**src/rtl/lin_rx_pkg.sv**
```systemverilog
package lin_rx_pkg;
  typedef struct packed {
    logic frameStart;  // the current byte is the first of a frame
    logic sumLoad;     // store the updated running sum
    logic dataLoad;    // write the byte into the receive register
  } ctrlStrb_t;
endpackage

```
**src/rtl/lin_rx_dpath.sv**
```systemverilog
module lin_rx_dpath
  import lin_rx_pkg::*;
#(
  parameter int DataW = 8
) (
  input  logic             clk,
  input  logic             rstN,
  input  ctrlStrb_t        strb,
  input  logic [DataW-1:0] byteData,
  input  logic [DataW-1:0] protId,
  input  logic             chkEnhanced,
  output logic [DataW-1:0] rxData,
  output logic             sumMismatch
);
  localparam int WideW = DataW + 1;

  logic [DataW-1:0] sumReg;
  logic [DataW-1:0] sumBase;
  logic [WideW-1:0] sumWide;
  logic [DataW-1:0] sumNext;

  always_comb begin
    if (strb.frameStart) sumBase = chkEnhanced ? protId : '0;
    else                 sumBase = sumReg;
    sumWide     = {1'b0, sumBase} + {1'b0, byteData};
    sumNext     = sumWide[DataW-1:0] + {{(DataW-1){1'b0}}, sumWide[DataW]};
    sumMismatch = (byteData != ~sumBase);
  end

  always_ff @(posedge clk or negedge rstN) begin
    if (!rstN) begin
      sumReg <= '0;
      rxData <= '0;
    end else begin
      if (strb.sumLoad)  sumReg <= sumNext;
      if (strb.dataLoad) rxData <= byteData;
    end
  end

  // a loaded byte shows on the register output one cycle later
  assert_load_visible_R2: assert property (@(posedge clk) disable iff (!rstN)
    strb.dataLoad |=> rxData == $past(byteData));
endmodule

```
**src/rtl/lin_rx_ctrl.sv**
```systemverilog
module lin_rx_ctrl
  import lin_rx_pkg::*;
(
  input  logic      clk,
  input  logic      rstN,
  input  logic      byteValid,
  input  logic      byteLast,
  input  logic      chkEnable,
  input  logic      rdStrobe,
  input  logic      clrChkErr,
  input  logic      clrOvfl,
  input  logic      sumMismatch,
  output ctrlStrb_t strb,
  output logic      dataReady,
  output logic      chkErr,
  output logic      ovflErr
);
  logic startPend;
  logic isChkByte;
  logic isDataByte;

  always_comb begin
    isChkByte     = byteValid & byteLast & chkEnable;
    isDataByte    = byteValid & ~isChkByte;
    strb.frameStart = startPend;
    strb.sumLoad    = isDataByte;
    strb.dataLoad   = isDataByte & (~dataReady | rdStrobe);
  end

  always_ff @(posedge clk or negedge rstN) begin
    if (!rstN) begin
      startPend <= 1'b1;
      dataReady <= 1'b0;
      chkErr    <= 1'b0;
      ovflErr   <= 1'b0;
    end else begin
      if (byteValid) startPend <= byteLast;
      if (strb.dataLoad)  dataReady <= 1'b1;
      else if (rdStrobe)  dataReady <= 1'b0;
      chkErr  <= (chkErr & ~clrChkErr) | (isChkByte & sumMismatch);
      ovflErr <= (ovflErr & ~clrOvfl) | (isDataByte & dataReady & ~rdStrobe);
    end
  end

  // flags hold without a clear strobe
  assert_chk_sticky_R9: assert property (@(posedge clk) disable iff (!rstN)
    (chkErr && !clrChkErr) |=> chkErr);
  assert_ovfl_sticky_R9: assert property (@(posedge clk) disable iff (!rstN)
    (ovflErr && !clrOvfl) |=> ovflErr);
  // checking disabled never raises the checksum flag
  assert_no_chk_when_off_R5: assert property (@(posedge clk) disable iff (!rstN)
    (!chkEnable && !chkErr) |=> !chkErr);
  // a lone read empties the register
  assert_read_clears_R4: assert property (@(posedge clk) disable iff (!rstN)
    (rdStrobe && !byteValid) |=> !dataReady);
endmodule

```
**src/rtl/lin_rx_check.sv**
```systemverilog
module lin_rx_check
  import lin_rx_pkg::*;
#(
  parameter int DataW = 8
) (
  input  logic             clk,
  input  logic             rstN,
  input  logic             byteValid,
  input  logic [DataW-1:0] byteData,
  input  logic             byteLast,
  input  logic [DataW-1:0] protId,
  input  logic             chkEnable,
  input  logic             chkEnhanced,
  input  logic             rdStrobe,
  input  logic             clrChkErr,
  input  logic             clrOvfl,
  output logic [DataW-1:0] rxData,
  output logic             dataReady,
  output logic             chkErr,
  output logic             ovflErr
);
  ctrlStrb_t strb;
  logic      sumMismatch;

  lin_rx_ctrl ctrlInst (
    .clk(clk), .rstN(rstN), .byteValid(byteValid), .byteLast(byteLast),
    .chkEnable(chkEnable), .rdStrobe(rdStrobe), .clrChkErr(clrChkErr),
    .clrOvfl(clrOvfl), .sumMismatch(sumMismatch), .strb(strb),
    .dataReady(dataReady), .chkErr(chkErr), .ovflErr(ovflErr)
  );

  lin_rx_dpath #(.DataW(DataW)) dpathInst (
    .clk(clk), .rstN(rstN), .strb(strb), .byteData(byteData),
    .protId(protId), .chkEnhanced(chkEnhanced), .rxData(rxData),
    .sumMismatch(sumMismatch)
  );

  // an overflowing byte keeps the held data and raises the flag
  assert_no_overflow_R3: assert property (@(posedge clk) disable iff (!rstN)
    (byteValid && !(byteLast && chkEnable) && dataReady && !rdStrobe)
      |=> (ovflErr && dataReady && $stable(rxData)));
  // a checksum byte never touches the receive register
  assert_chk_byte_not_stored_R6: assert property (@(posedge clk) disable iff (!rstN)
    (byteValid && byteLast && chkEnable && !rdStrobe)
      |=> ($stable(rxData) && $stable(dataReady)));
endmodule

```
**config.mk**
```make
export PLATFORM = sky130hd
export DESIGN_NAME = lin_rx_check
export DESIGN_NICKNAME = d
export VERILOG_FILES = /design/src/rtl/lin_rx_pkg.sv /design/src/rtl/lin_rx_dpath.sv /design/src/rtl/lin_rx_ctrl.sv /design/src/rtl/lin_rx_check.sv
export SDC_FILE = /design/constraint.sdc
export NUM_CORES = 1
export LEC_CHECK = 0
export BUFFER_PORTS_ARGS = -buffer_cell sky130_fd_sc_hd__buf_4
export CAP_MARGIN = 10
export CORE_MARGIN = 4
export CORE_UTILIZATION = 40
export DETAILED_ROUTE_END_ITERATION = 16
export GPL_TIMING_DRIVEN = 0
export PLACE_DENSITY = 0.73
export SYNTH_ARGS = -nofsm -noshare
export SYNTH_HDL_FRONTEND = slang
export SYNTH_SLANG_ARGS = --single-unit
```
**constraint.sdc**
```tcl
create_clock -name clk -period 7.7 [get_ports clk]
set_input_delay 0.77 -clock clk [delete_from_list [all_inputs] [get_ports clk]]
set_output_delay 0.77 -clock clk [all_outputs]
set_load 0.02 [all_outputs]
```
==> flow_summary.json <==
{
  "status": "finished clean",
  "post-route-period-util_pct": 50.25,
  "core_um2": 3416,
  "hold_ws_ns": 0.3133,
  "ios": 36,
  "p_per_area_nw_per_um2": 260.2,
  "fillers": 336,
  "antenna_found_initial": 0,
  "ys_types": 42,
  "die-area_um2": 4659,
  "via_per_inst": 5.100,
  "grt_pass1_wl_um": 5747,
  "synth-seq-cells": 20,
  "end_kind": "flip-flop",
  "cp_max_fo": 7,
  "arrival_ns": 4.11,
  "cts_root_buf": "clkbuf_4",
  "syn-num-nets": 194,
  "skew_ns": 0.004360,
  "port_buffers": 35,
  "maxCapViolations": 0,
  "layout_commonest_cell": "buf_4",
  "tns_ns": 0,
  "setup_viol": 0,
  "post_cts.repair.setup_buffers": 0,
  "multiInputGateArea_um2": 875.8,
  "overflow": 0,
  "grt_setup_unrepaired": "false",
  "worstSkewPairLatency_ns": 0.31,
  "ir_drop_uv": 140.2,
  "cts_resized": 0,
  "synth-seq-area-share_pct": 34.54,
  "routed_wl_um": 3317,
  "cts_tree": "done",
  "yosysWarnings": 0,
  "firstDrtPassIters": 4,
  "worstReg2RegEnd": "dpathInst.sumReg[6]",
  "p_leak_nw": 0.8921,
  "r2r_cells": 17,
  "synth_area_leaders": "dfrtp_1, ha_1, mux2_2",
  "drive_gt1_share_pct": 28.87,
  "nets": 234,
  "hpwl_um": 2632,
  "die_h_um": 68.26,
  "min_path_type": "in2async",
  "critical_path_buf_inv_count": 3,
  "finalHoldViolCount": 0,
  "slew_violations": 0,
  "grt_usage_pct": 16.35,
  "cts_sinks": 20,
  "clock.fmax_mhz": 258.4,
  "tightest_slew_ns": 0.5586,
  "startpoint_type": "flip-flop",
  "antenna_cells": 0,
  "mostFrequentLayoutCells": "buf_4, nand2_1, dfrtp_1, o21ai_0, inv_1",
  "path_cells": "and2_1 > clkbuf_1 > nand2_1 > o21ai_0 > ha_1 > inv_1 > fa_1 > nand3b_1 > nand2_1 > a211o_1 > a21o_1 > ha_1 > ha_1 > inv_1 > nand4bb_1 > or4_1 > a31oi_1",
  "min_period_ns": 3.870,
  "routabilityCongestion": 0.7831,
  "crit_top_cell": "ha_1",
  "worst_path_max_delay_cell": "dfstp_2",
  "area_growth_pct": 24.55,
  "design_area_um2": 1809,
  "clk_pin_slew_ns": 0.13,
  "vias": 1224,
  "grt_pass1_vias": 1223,
  "cp-endpoint": "dpathInst.sumReg[6]",
  "cts_buffer_depth": 2,
  "htreeDepth": 1,
  "start_util_pct": 42.53,
  "max_stage_delay_ns": 0.54,
  "rr_startpoint": "ctrlInst.startPend",
  "rows": 21,
  "cp-startpoint": "ctrlInst.startPend",
  "synth_cells": 155,
  "ys.flop_type": "dfrtp_1",
  "crit_required_ns": 7.94,
  "yosys.area.top_type": "dfrtp_1",
  "wl_per_cell_um": 13.82,
  "ff_latch_area_um2": 501.7,
  "relSlewSlack_pct": 62.54,
  "r2r_slack_ns": 3.83,
  "placed_cell_area_um2": 1773,
  "route.detailed.drc": 0,
  "syn_area_um2": 1453,
  "cts_hold_buf": 0,
  "synth_top_area_share_pct": 32.73,
  "synth_edf_count": 0,
  "crit_family": "simple AND/OR/NAND/NOR gates",
  "antenna_left": 0,
  "crit_cells": 17,
  "synth.avg_cell_area_um2": 9.372,
  "grt_max_degree": 21,
  "first_iter_violations": 56,
  "synthArstFlopShare_pct": 100.0,
  "cts_buffers": 3,
  "setup.worst_path.class": "reg2reg",
  "utilization_pct": 52.97,
  "die_w_um": 68.26
}
-- power breakdown --
group | switching (mW) | leakage, nW | internal [mW] | total, mW
Clock | 0.0363 | 0.0210 | 0.0289 | 0.0651
Sequential | 0.0135 | 0.238 | 0.134 | 0.148
Combinational | 0.141 | 0.633 | 0.117 | 0.258
-- logic make-up after synthesis --
| kind of cell | after synthesis | share of synthesized area [%] |
|---|---|---|
| mux | 8 | 6.202 |
| fa+ha+maj | 14 | 12.58 |
| xor+xnor | 8 | 4.824 |
| simple gates | 45 | 16.54 |
| flops | 20 | 34.54 |
| buf+inv | 18 | 5.168 |
| compound gates | 42 | 20.16 |
-- worst reg2reg max path, cell delays in order (launching register included) --
cell and delay [ns]:
dfstp_2 0.54, and2_1 0.11, clkbuf_1 0.28, nand2_1 0.08, o21ai_0 0.11, ha_1 0.24
inv_1 0.06, fa_1 0.40, nand3b_1 0.19, nand2_1 0.15, a211o_1 0.16, a21o_1 0.12
ha_1 0.23, ha_1 0.18, inv_1 0.05, nand4bb_1 0.26, or4_1 0.45, a31oi_1 0.19
-- stage by stage --
step                      power [mW]  cells  setup slack (ns)
after floorplan               0.3362    155             4.128
after global routing          0.5134    240             3.559
after CTS                     0.4728    240             3.820
after global placement        0.4013    236             3.540
final                         0.4708    240             3.830
after detailed placement      0.4071    236             3.549
-- metal layers --
metal	vias to the layer above	share of wire [%]	global-route usage [%]
met5	-	0	0
met4	0	0.42	2.233
met3	2	4.6	3.448
met2	24	50	28.40
met1	572	45	21.23
li1	626	-	-
-- registers in the layout (all words and copies together), names as in the netlist --
signal and count:
dpathInst.rxData 8, dpathInst.sumReg 8, ctrlInst.chkErr 1, ctrlInst.dataReady 1
ctrlInst.ovflErr 1, ctrlInst.startPend 1
-- area by class of cell --
| class | instances | share of cell area, % |
|---|---|---|
| buffer | 3 | 1.037 |
| sequential | 20 | 27.73 |
| inverter | 15 | 3.112 |
| timing repair buffer | 35 | 14.52 |
| multi-input combinational | 117 | 48.41 |
| tap | 46 | 3.181 |
| clock buffer | 4 | 2.006 |
-- how the worst min path moves through the flow --
stage and endpoint:
6_report ctrlInst.dataReady, 5_1_grt dpathInst.sumReg[4], 4_1_cts dpathInst.sumReg[4], 3_5_place_dp dpathInst.sumReg[3], 3_3_place_gp dpathInst.rxData[1], 2_1_floorplan dpathInst.sumReg[2]
-- cell usage after synthesis (2+ instances only) --
| library cell | n |
|---|---|
| xnor2_1 | 6 |
| a21o_1 | 4 |
| a211o_1 | 3 |
| or2_2 | 2 |
| a21oi_1 | 4 |
| ha_1 | 13 |
| o211a_1 | 2 |
| nor2_1 | 3 |
| o21ai_0 | 17 |
| nand3_1 | 2 |
| inv_1 | 15 |
| nand2_1 | 19 |
| nand2b_1 | 2 |
| a31oi_1 | 2 |
| xor2_1 | 2 |
| mux2_2 | 8 |
| and2_1 | 4 |
| clkbuf_1 | 2 |
| dfrtp_1 | 19 |
| nand3b_1 | 2 |
| nand4_1 | 3 |
Note: power is estimated with default switching activity, not from simulation.
